## config.mk

```make
export PLATFORM = sky130hd
export DESIGN_NAME = boot_overlay_decoder
export DESIGN_NICKNAME = d
export VERILOG_FILES = /design/src/rtl/bod_pkg.sv /design/src/rtl/bod_cfg_reg.sv /design/src/rtl/bod_addr_decode.sv /design/src/rtl/bod_lane_sel.sv /design/src/rtl/boot_overlay_decoder.sv
export SDC_FILE = /design/constraint.sdc
export NUM_CORES = 1
export LEC_CHECK = 0
export ABC_CLOCK_PERIOD_IN_PS = 1200
export BUFFER_PORTS_ARGS = -buffer_cell sky130_fd_sc_hd__buf_2
export CORE_MARGIN = 5
export CORE_UTILIZATION = 24
export CTS_CLUSTER_DIAMETER = 150
export DETAILED_ROUTE_END_ITERATION = 6
export PLACE_DENSITY = 0.74
export SYNTH_ARGS = -nofsm -noshare
export SYNTH_HDL_FRONTEND = slang
export SYNTH_SLANG_ARGS = --single-unit
```

## constraint.sdc

```tcl
create_clock -name clk_i -period 1.2 [get_ports clk_i]
set_clock_uncertainty 0.05 [all_clocks]
set_input_delay 0.12 -clock clk_i [delete_from_list [all_inputs] [get_ports clk_i]]
set_output_delay 0.12 -clock clk_i [all_outputs]
set_load 0.02 [all_outputs]
```

## src/rtl/bod_pkg.sv

```systemverilog
package bod_pkg;
  localparam int unsigned ADDR_W = 16;
  localparam int unsigned SEG_W  = 7;
  localparam int unsigned CTRL_W = 4;
  localparam int unsigned SW_W   = 4;

  typedef struct packed {
    logic nmi_en;
    logic seg_user_en;
    logic mmu_en;
    logic local_dis;
  } ctrl_t;
endpackage

```

## src/rtl/bod_cfg_reg.sv

```systemverilog
module bod_cfg_reg
  import bod_pkg::*;
#(
  parameter int unsigned SWW = SW_W
) (
  input  logic                 clk_i,
  input  logic                 rst_ni,
  input  logic                 io_stb_i,
  input  logic                 io_we_i,
  input  logic [SWW+CTRL_W-1:0] io_wdata_i,
  input  logic [SWW-1:0]       switch_i,
  output logic [SWW+CTRL_W-1:0] io_rdata_o,
  output ctrl_t                ctrl_o
);
  logic  io_wr;
  ctrl_t ctrl_q;

  assign io_wr = io_stb_i & io_we_i;

  always_ff @(posedge clk_i or negedge rst_ni) begin
    if (!rst_ni)    ctrl_q <= '0;
    else if (io_wr) ctrl_q <= ctrl_t'(io_wdata_i[CTRL_W-1:0]);
  end

  assign io_rdata_o = {switch_i, ctrl_q};
  assign ctrl_o     = ctrl_q;


  ctrl_load_chk: assert property (@(posedge clk_i) disable iff (!rst_ni)
    io_wr |=> ctrl_o == $past(io_wdata_i[CTRL_W-1:0]));

  ctrl_hold_chk: assert property (@(posedge clk_i) disable iff (!rst_ni)
    !io_wr |=> $stable(ctrl_o));
endmodule

```

## src/rtl/bod_addr_decode.sv

```systemverilog
module bod_addr_decode
  import bod_pkg::*;
#(
  parameter logic [ADDR_W-1:0] ROM_END = 16'h2000,
  parameter logic [ADDR_W-1:0] RAM_END = 16'h2800
) (
  input  logic              clk_i,
  input  logic              rst_ni,
  input  logic              req_i,
  input  logic              we_i,
  input  logic              word_i,
  input  logic [SEG_W-1:0]  seg_i,
  input  logic [ADDR_W-1:0] addr_i,
  input  logic              local_on_i,
  output logic              rom_cs_o,
  output logic              ram_cs_o,
  output logic              main_cs_o,
  output logic              align_err_o,
  output logic              wr_err_o
);
  logic misalign, hit_local, hit_rom, ok;

  assign misalign  = word_i & addr_i[0];
  assign hit_local = local_on_i & (seg_i == '0) & (addr_i < RAM_END);
  assign hit_rom   = hit_local & (addr_i < ROM_END);

  assign align_err_o = req_i & misalign;
  assign wr_err_o    = req_i & ~misalign & hit_rom & we_i;
  assign ok          = req_i & ~misalign;

  assign rom_cs_o  = ok & hit_rom & ~we_i;
  assign ram_cs_o  = ok & hit_local & ~hit_rom;
  assign main_cs_o = ok & ~hit_local;


  cs_onehot_chk: assert property (@(posedge clk_i) disable iff (!rst_ni)
    $onehot0({rom_cs_o, ram_cs_o, main_cs_o}));

  align_no_cs_chk: assert property (@(posedge clk_i) disable iff (!rst_ni)
    align_err_o |-> !(rom_cs_o | ram_cs_o | main_cs_o));

  wr_err_no_cs_chk: assert property (@(posedge clk_i) disable iff (!rst_ni)
    wr_err_o |-> !(rom_cs_o | ram_cs_o | main_cs_o) && !align_err_o);

  overlay_off_chk: assert property (@(posedge clk_i) disable iff (!rst_ni)
    !local_on_i |-> !rom_cs_o && !ram_cs_o && !wr_err_o);
endmodule

```

## src/rtl/bod_lane_sel.sv

```systemverilog
module bod_lane_sel (
  input  logic clk_i,
  input  logic rst_ni,
  input  logic sel_i,
  input  logic word_i,
  input  logic a0_i,
  output logic hi_o,
  output logic lo_o
);
  // even byte address is the most significant byte
  assign hi_o = sel_i & (word_i | ~a0_i);
  assign lo_o = sel_i & (word_i |  a0_i);


  byte_one_lane_chk: assert property (@(posedge clk_i) disable iff (!rst_ni)
    (sel_i && !word_i) |-> $countones({hi_o, lo_o}) == 1);

  idle_no_lane_chk: assert property (@(posedge clk_i) disable iff (!rst_ni)
    !sel_i |-> !hi_o && !lo_o);
endmodule

```

## src/rtl/boot_overlay_decoder.sv

```systemverilog
module boot_overlay_decoder
  import bod_pkg::*;
(
  input  logic              clk_i,
  input  logic              rst_ni,
  input  logic              req_i,
  input  logic              we_i,
  input  logic              word_i,
  input  logic [SEG_W-1:0]  seg_i,
  input  logic [ADDR_W-1:0] addr_i,
  input  logic              io_stb_i,
  input  logic              io_we_i,
  input  logic [7:0]        io_wdata_i,
  output logic [7:0]        io_rdata_o,
  input  logic [SW_W-1:0]   switch_i,
  output logic              rom_cs_o,
  output logic              ram_cs_o,
  output logic              main_cs_o,
  output logic              lane_hi_o,
  output logic              lane_lo_o,
  output logic              align_err_o,
  output logic              wr_err_o,
  output logic              local_en_o,
  output logic              mmu_en_o,
  output logic              seg_user_en_o,
  output logic              nmi_en_o
);
  ctrl_t ctrl;
  logic  rom_cs, ram_cs, main_cs;

  bod_cfg_reg #(.SWW(SW_W)) u_cfg (
    .clk_i, .rst_ni, .io_stb_i, .io_we_i, .io_wdata_i, .switch_i,
    .io_rdata_o, .ctrl_o(ctrl)
  );

  bod_addr_decode u_dec (
    .clk_i, .rst_ni, .req_i, .we_i, .word_i, .seg_i, .addr_i,
    .local_on_i(~ctrl.local_dis),
    .rom_cs_o(rom_cs), .ram_cs_o(ram_cs), .main_cs_o(main_cs),
    .align_err_o, .wr_err_o
  );

  bod_lane_sel u_lane (
    .clk_i, .rst_ni, .sel_i(rom_cs | ram_cs | main_cs), .word_i,
    .a0_i(addr_i[0]), .hi_o(lane_hi_o), .lo_o(lane_lo_o)
  );

  assign rom_cs_o      = rom_cs;
  assign ram_cs_o      = ram_cs;
  assign main_cs_o     = main_cs;
  assign local_en_o    = ~ctrl.local_dis;
  assign mmu_en_o      = ctrl.mmu_en;
  assign seg_user_en_o = ctrl.seg_user_en;
  assign nmi_en_o      = ctrl.nmi_en;


  enables_follow_port_chk: assert property (@(posedge clk_i) disable iff (!rst_ni)
    {nmi_en_o, seg_user_en_o, mmu_en_o, ~local_en_o} == io_rdata_o[3:0]);
endmodule

```

# After elaboration in Yosys (flattened, before gate mapping)
# Cells that the tools add are included.
[totals] out_inout_bits=19 wordCells=32 in_bits=42 reg_bits=4
[op_classes] n_reduce_logical=1 magnitude_cmp=2 bitwise=25
[op_table] cell="< comparator 16 x 14 -> 1 bit, second input constant" count=2
[op_table] cell="bitwise AND 1 bit" count=15
[op_table] cell="logical NOT 7 bit" count=1
[op_table] cell="NOT 1 bit" count=6
[op_table] cell="OR 1 bit" count=4

# Logic depth before layout (Yosys ltp)
# Gate-level depths: netlist of run 1.
[logic_depth] word_depth=9 ltp_mapped=3 depth_no_buf=3

# Hierarchy
# From an unflattened synthesis of run 1, not the netlist that was laid out.
[hier_totals] hier_cells=37 hier_area_um2=370.4
[by_module_without_submodules] mod="bod_cfg_reg" seq_area_each_um2=100.1 area_per_inst_um2=226.5 cells_each=17 n_inst=1
[by_module_without_submodules] mod="bod_addr_decode" seq_area_each_um2=0.0 area_per_inst_um2=115.1 cells_each=15 n_inst=1
[by_module_without_submodules] mod="bod_lane_sel" seq_area_each_um2=0.0 area_per_inst_um2=18.8 cells_each=3 n_inst=1
[by_module_without_submodules] mod="boot_overlay_decoder" seq_area_each_um2=0.0 area_per_inst_um2=10.0 cells_each=2 n_inst=1

# Least setup slack after synthesis of run 1
# No wires, ideal clock.
[synth_timing] kind="register -> output" startpoint="reg u_cfg.ctrl_q, in the netlist u_cfg.ctrl_o[0]" endpoint="out ram_cs_o" setup_slack_ns=-0.425 n_path_buf=0 stages_incl_launch_ff=4 t_arrival_ns=1.455 t_required_ns=1.030 path_cell_list="dfrtp_1 nor4_4 nand4_2 nor4b_2"
[synth_via] elab_chain_len=6 elab_cells_between_ends=7 classes_between="bitwise: 7"
[synth_lines] element="from (decl)" line="bod_cfg_reg.sv:16" source="ctrl_t ctrl_q;"
[synth_lines] element="from (signal assigned)" line="bod_cfg_reg.sv:22" source="else if (io_wr) ctrl_q <= ctrl_t'(io_wdata_i[CTRL_W-1:0]);"
[synth_lines] element="NOT 1 bit *" line="boot_overlay_decoder.sv:38" source=".local_on_i(~ctrl.local_dis),"
[synth_lines] element="bitwise AND 1 bit * (2 in series)" line="bod_addr_decode.sv:24" source="assign hit_local = local_on_i & (seg_i == '0) & (addr_i < RAM_END);"
[synth_lines] element="bitwise AND 1 bit" line="bod_addr_decode.sv:25" source="assign hit_rom = hit_local & (addr_i < ROM_END);"
[synth_lines] element="NOT 1 bit" line="bod_addr_decode.sv:32" source="assign ram_cs_o = ok & hit_local & ~hit_rom;"
[synth_lines] element="bitwise AND 1 bit *" line="bod_addr_decode.sv:32"
[synth_lines] element="to (decl)" line="boot_overlay_decoder.sv:17" source="output logic ram_cs_o,"
# Mark *: on every way between the ends. The rest lies on a longest branch, timed or not.

# Worst setup path after layout of run 1
# Ends and elaborated chain as after synthesis.

==> out/results.tsv, run 1 <==
stage	metric	value	unit
outcome	status	finished with violations	
outcome	violations	negative setup slack	
pwr	p_leak	0.000352	uW
place	place_area	614	um^2
grt	grt_max_degree	5	
pwr	ir_worst_vdd	0.248	mV
pwr	total_power	616	uW
pwr	pwr-share-comb	42.0	%
grt	grt_usage	10.3	%
clocking	cts_setup_buffers	0	
place	routabilityCongestion	0.694	
logic_synthesis	syn_area	367	um^2
logic_synthesis	synthArstFlopShare	100	%
sta	hold_viol	0	
logic_synthesis	synth_most_common_cell	buf_4	
critical_path	arrival	1.53	ns
drt	routed_wl	1180	um
clocking	clock_latency	0.24	ns
floorplanning	initial_core_util	24.9	%
drt	ant_nets	0	
sta	worst-slew-pin-transition	0.328	ns
logic_synthesis	ys_top_cells_by_count	buf_4 (7), dfrtp_1 (4), mux2_2 (4), nor2_1 (4), nand2_1 (3)	
clocking	htreeDepth	1	
floorplanning	io_pins	61	
logic_synthesis	synth_largest_area_cell	dfrtp_1	
drt	vias	425	
cells_and_area	largest_reg_flops	4	
logic_synthesis	syn_nets	78	
clocking	cts-root-buf	clkbuf_4	
pwr	seqPwrFrac	27.8	%
floorplanning	die_w	49.1	um
critical_path	crit_buf_inv	1	
drt	viasPerCell	4.47	
cells_and_area	fin_nets	122	
critical_path	critPathTopFamily	simple AND/OR/NAND/NOR gates	
cells_and_area	diodes	0	
floorplanning	core_area	1470	um^2
grt	grt_pass1_wl	2000	um
drt	routedWlPerCell	12.5	um
drt	top_layer	met3	
grt	antenna_found_initial	0	
sta	rsz0062_at_grt	yes	
clocking	path_clk_slew	0.05	ns
logic_synthesis	synth.avg_cell_area	10.2	um^2
cells_and_area	fillers	160	
sta	whs	0.0581	ns
cells_and_area	area_growth	86.0	%
logic_synthesis	synth_area_leaders	dfrtp_1 (27%), buf_4 (14%), mux2_2 (12%)	
pwr	swShare	34.9	%
pwr	clkPwrFrac	30.3	%
drt	firstDrtPassIters	1	
logic_synthesis	synth_flop_cell	dfrtp_1	
pwr	power.density	903	nW/um^2
cells_and_area	layout-drive-gt1-share	77.2	%
logic_synthesis	synthDistinctLibCells	16	
logic_synthesis	ys_ff_latch	4	
critical_path	cpPeakStageDelay	0.41	ns
cells_and_area	multi_input_area	251	um^2
sta	maxSlewHeadroom	77.9	%
logic_synthesis	synth_top_area_share	27.3	%
sta	fin_ws	-0.504	ns
pwr	p_int	401	uW
cells_and_area	final_area	682	um^2
hold_path	hold_class	in2reg	
drt	wl_met2	637	um
sta	setup_viol	6	
clocking	cts_buffer_depth	2	
critical_path	worst_path_max_delay_cell	dfrtp_2	
drt	drc	0	
critical_path	required	1.03	ns
clocking	cts_tree	yes	
critical_path	crit_path_end_kind	output pin	
place	hpwl	1020	um
floorplanning	die_height	49.1	um
floorplanning	rows	14	
grt	grt-ovfl-total	0	
clocking	cts_inserted_buffers	3	
sta	period_needed	1.70	ns
cells_and_area	seqCellArea	101	um^2
sta	period_share	142	%
logic_synthesis	synth_cells	36	
logic_synthesis	ys_seq_area_share	27.3	%
clocking	clock_sinks	4	
drt	wl_met3	178	um
floorplanning	die_area	2410	um^2
critical_path	crit_fanout	3	
grt	grt_pass1_vias	491	
drt	first_iter_violations	0	
sta	final_max_slew_viol_count	0	
pwr	p_sw	215	uW
logic_synthesis	synth-edff-count	0	
critical_path	startpoint_type	register	
critical_path	critical_path.cell_chain	nor4_4 -> nand4_4 -> nor4b_4 -> buf_4	
drt	drt-met1-wl	367	um
job	drv_cap	0	
critical_path	critPathKind	reg2out	
logic_synthesis	synth-warning-count	0	
sta	fmax	587	MHz
place	port_buffers	38	
## path summary, 6_finish.rpt
kind	end	slack, ns	depth (start not counted)	start
setup / recovery	ram_cs_o	-0.50	4	u_cfg.ctrl_o[0]
hold / removal	u_cfg.ctrl_o[0]	0.06	2	io_wdata_i[0]
min in group asynchronous	u_cfg.ctrl_o[0]	0.17	2	rst_ni
max in group asynchronous	u_cfg.ctrl_o[2]	0.79	2	rst_ni
hold reg to reg	u_cfg.ctrl_o[3]	0.47	1	u_cfg.ctrl_o[3]
setup reg to reg	u_cfg.ctrl_o[0]	0.23	2	u_cfg.ctrl_o[0]
## cell usage in the layout, fill, tap and decap left out
cell,count
a41o_1,1
buf_2,32
buf_4,11
clkbuf_1,1
o21ai_0,1
nor2_1,3
nor2b_1,1
dlygate4sd3_1,1
nor4b_4,2
buf_6,2
inv_1,2
a21boi_1,1
nand2_1,3
nor2_2,1
clkbuf_4,3
mux2_2,4
nor4_4,2
a41oi_1,1
nand4_4,1
dfrtp_2,1
nor3_2,1
nor3b_4,1
dfrtp_1,3
## cells by family after synthesis
group                  count (synthesis)  synth area share (%)
AND/OR/NAND/NOR                       15                  35.5
buffers and inverters                  9                  16.4
AO/OA/AOI/OAI                          4                  8.53
multiplexers                           4                  12.3
flip-flops                             4                  27.3
## per-stage QoR
stage          std cells  TNS [ns]  util (%)  setup slack [ns]
2_1_floorplan         36    -0.633         -            -0.271
3_3_place_gp          90    -0.911      41.8            -0.242
3_5_place_dp          90     -1.04      41.8            -0.273
4_1_cts               95     -2.70      46.2            -0.513
5_1_grt               95     -3.15      46.3            -0.599
6_report              95     -2.63      46.3            -0.504
## layer usage
layer,up-vias,GRT usage (%)
met3,0,4.59
met5,-,0
met4,0,4.04
met1,181,9.02
li1,212,-
met2,32,19.7
## final cells by class
| cell class | instances | share of cell area [%] |
|---|---|---|
| Inverter | 2 | 1.10 |
| Clock buffer | 4 | 3.85 |
| Sequential cell | 4 | 14.9 |
| Tap cell | 16 | 2.94 |
| Multi-Input combinational cell | 23 | 36.9 |
| Timing Repair Buffer | 46 | 40.4 |
## timing repair
action / CTS / global route
gates resized for setup: 8 / 1
setup endpoints to repair: 6 / 7
hold buffers: 1 / 0
hold endpoints to repair: 4 / 0
cloned: 0 / 0
pin swaps: 1 / 0
## power groups by stage
stage | clock, uW | combinational (uW) | sequential [uW]
after floorplan | 0 | 131 | 200
after global placement | 0 | 245 | 171
after detailed placement | 0 | 247 | 173
after CTS | 198 | 259 | 172
after global routing | 203 | 279 | 175
final | 187 | 258 | 171
Note: power is estimated with default switching activity, not from simulation.
==> inputs of run 2 (changes only) <==
--- a/config.mk
+++ b/config.mk
@@ -5,10 +5,11 @@
 export SDC_FILE = /design/constraint.sdc
 export NUM_CORES = 1
 export LEC_CHECK = 0
+export ABC_AREA = 1
 export ABC_CLOCK_PERIOD_IN_PS = 1200
 export BUFFER_PORTS_ARGS = -buffer_cell sky130_fd_sc_hd__buf_2
 export CORE_MARGIN = 5
-export CORE_UTILIZATION = 24
+export CORE_UTILIZATION = 26
 export CTS_CLUSTER_DIAMETER = 150
 export DETAILED_ROUTE_END_ITERATION = 6
 export PLACE_DENSITY = 0.74
==> out/results.tsv, run 2 <==
stage	metric	value	unit
job	drv_cap	0	
cells_and_area	fin_cells	118	
pwr	pwr-share-comb	43.0	%
drt	first_iter_violations	8	
floorplanning	initial_core_util	28.0	%
clocking	htreeDepth	1	
hold_path	min_path_cells	2	
logic_synthesis	synth_fa_ha_area_share	0	%
logic_synthesis	synthDistinctLibCells	17	
logic_synthesis	synth_top_area_share	23.2	%
grt	grt_pass1_wl	2330	um
cells_and_area	final_area	758	um^2
sta	period_needed	1.60	ns
cells_and_area	fin_nets	145	
clocking	clock_latency	0.24	ns
logic_synthesis	synth.avg_cell_area	7.08	um^2
drt	firstDrtPassIters	4	
logic_synthesis	synth_flop_cell	dfrtp_1	
sta	worst-slew-pin-transition	0.203	ns
clocking	cts-root-buf	clkbuf_4	
outcome	status	finished with violations	
floorplanning	io_pins	61	
grt	grt-ovfl-total	0	
logic_synthesis	synth-warning-count	0	
floorplanning	die_w	50.7	um
logic_synthesis	synth_largest_area_cell	dfrtp_1	
cells_and_area	diodes	0	
pwr	p_int	397	uW
place	port_buffers	38	
drt	ant_nets	0	
place	place_area	679	um^2
pwr	clkPwrFrac	30.1	%
cells_and_area	layout_commonest_cell	buf_2	
place	hpwl	1190	um
logic_synthesis	synth-xor-area-share	0	%
cells_and_area	largest_reg_flops	4	
sta	fin_ws	-0.399	ns
drt	vias	505	
cells_and_area	layout-drive-gt1-share	63.7	%
clocking	cts_tree	yes	
sta	final_max_slew_viol_count	0	
logic_synthesis	ys_ff_latch	4	
floorplanning	core_area	1540	um^2
logic_synthesis	synthMuxAreaShare	7.83	%
critical_path	arrival	1.43	ns
logic_synthesis	synth-edff-count	0	
cells_and_area	area_growth	75.7	%
place	routabilityCongestion	0.675	
floorplanning	die_height	50.7	um
sta	hold_viol	0	
logic_synthesis	syn_nets	103	
outcome	violations	negative setup slack	
logic_synthesis	synthArstFlopShare	100	%
grt	grt_usage	12.4	%
pwr	swShare	36.7	%
logic_synthesis	syn_area	432	um^2
pwr	ir_worst_vdd	0.627	mV
hold_path	hold_class	in2reg	
critical_path	crit_fanout	3	
sta	rsz0062_at_grt	yes	
logic_synthesis	ys_seq_area_share	23.2	%
sta	maxSlewHeadroom	86.4	%
logic_synthesis	synth-simple-area-share	35.1	%
floorplanning	die_area	2580	um^2
pwr	p_leak	0.000426	uW
logic_synthesis	synth_compound_area_share	9.57	%
sta	fmax	625	MHz
floorplanning	rows	14	
cells_and_area	fillers	156	
logic_synthesis	synth_area_leaders	dfrtp_1 (23%), buf_4 (12%), inv_1 (11%)	
sta	setup_viol	6	
drt	drc	0	
clocking	cts_buffer_depth	2	
critical_path	rrSetupSlack	0.37	ns
grt	grt_pass1_vias	533	
place	dp_cells	112	
clocking	clock_sinks	4	
sta	whs	0.0624	ns
drt	viasPerCell	4.28	
logic_synthesis	synth_top_family_by_area	simple AND/OR/NAND/NOR gates	
critical_path	startpoint_type	register	
cells_and_area	final_cell_mix	buf_2 (32), nor2_1 (12), inv_1 (12)	
clocking	path_clk_slew	0.04	ns
drt	routedWlPerCell	11.7	um
logic_synthesis	synth_cells	61	
drt	routed_wl	1380	um
critical_path	critPathKind	reg2out	
logic_synthesis	ys_top_cells_by_count	inv_1 (13), nor2_1 (13), buf_4 (7), nand2_1 (6), dfrtp_1 (4)	
pwr	seqPwrFrac	26.9	%
pwr	power.density	827	nW/um^2
critical_path	crit_path_end_kind	output pin	
grt	antenna_found_initial	0	
clocking	cts_inserted_buffers	3	
pwr	p_sw	230	uW
grt	grt_max_degree	6	
critical_path	required	1.03	ns
critical_path	reg2reg_depth	3	
sta	period_share	133	%
run 2: final timing paths:
kind,from,to
setup / recovery,u_cfg.ctrl_o[0],lane_lo_o
hold / removal,io_wdata_i[2],u_cfg.ctrl_o[2]
setup reg to reg,u_cfg.ctrl_o[0],u_cfg.ctrl_o[0]
hold reg to reg,u_cfg.ctrl_o[3],u_cfg.ctrl_o[3]
max in group asynchronous,rst_ni,u_cfg.ctrl_o[0]
min in group asynchronous,rst_ni,u_cfg.ctrl_o[2]
run 2: cell type report:
class	count	area, um^2	area share [%]
Multi-Input combinational cell	36	290	38.3
Timing Repair Buffer	44	268	35.3
Sequential cell	4	101	13.4
Inverter	14	52.6	6.93
Clock buffer	4	26.3	3.47
Tap cell	16	20.0	2.64
run 2: repair_timing:
item,in CTS,in global routing
setup buffers,1,0
pin swaps,4,5
resized for setup,10,2
endpoints found under the hold margin,4,0
hold buffers,1,0
setup endpoints to repair,6,7
run 2: metal layers:
layer  global-route usage, %  wire length, um
met2                    23.6              889
met1                    11.0              428
met5                       0                0
met4                    5.11                0
met3                    5.33               63
run 2: cell families after synthesis:
| family | Yosys count |
|---|---|
| muxes | 3 |
| and+or+nand+nor | 27 |
| AOI/OAI and AO/OA | 6 |
| buffers and inverters | 21 |
| DFF | 4 |
run 2: power groups by stage:
stage          registers [uW]  logic, uW  clock network [uW]
2_1_floorplan             195        154                   0
3_3_place_gp              169        253                   0
3_5_place_dp              171        260                   0
4_1_cts                   169        269                 203
5_1_grt                   173        291                 216
6_report                  169        270                 189
run 2: critical path, stage by stage (launching register included):
cell	delay (ns)
dfrtp_2	0.40
nor2_2	0.09
nand3_2	0.11
inv_2	0.09
nand2_4	0.07
o21ai_4	0.20
a21oi_4	0.08
buf_6	0.13
run 2: per-stage QoR:
step | setup TNS, ns | utilization [%] | worst slack (ns) | total power, uW
after CTS | -2.08 | 48.8 | -0.420 | 640
after global placement | -0.392 | 44.1 | -0.147 | 422
after detailed placement | -0.536 | 44.1 | -0.186 | 430
final | -1.95 | 49.2 | -0.399 | 627
after global routing | -2.62 | 49.2 | -0.512 | 679
after floorplan | -0.310 | - | -0.0823 | 349
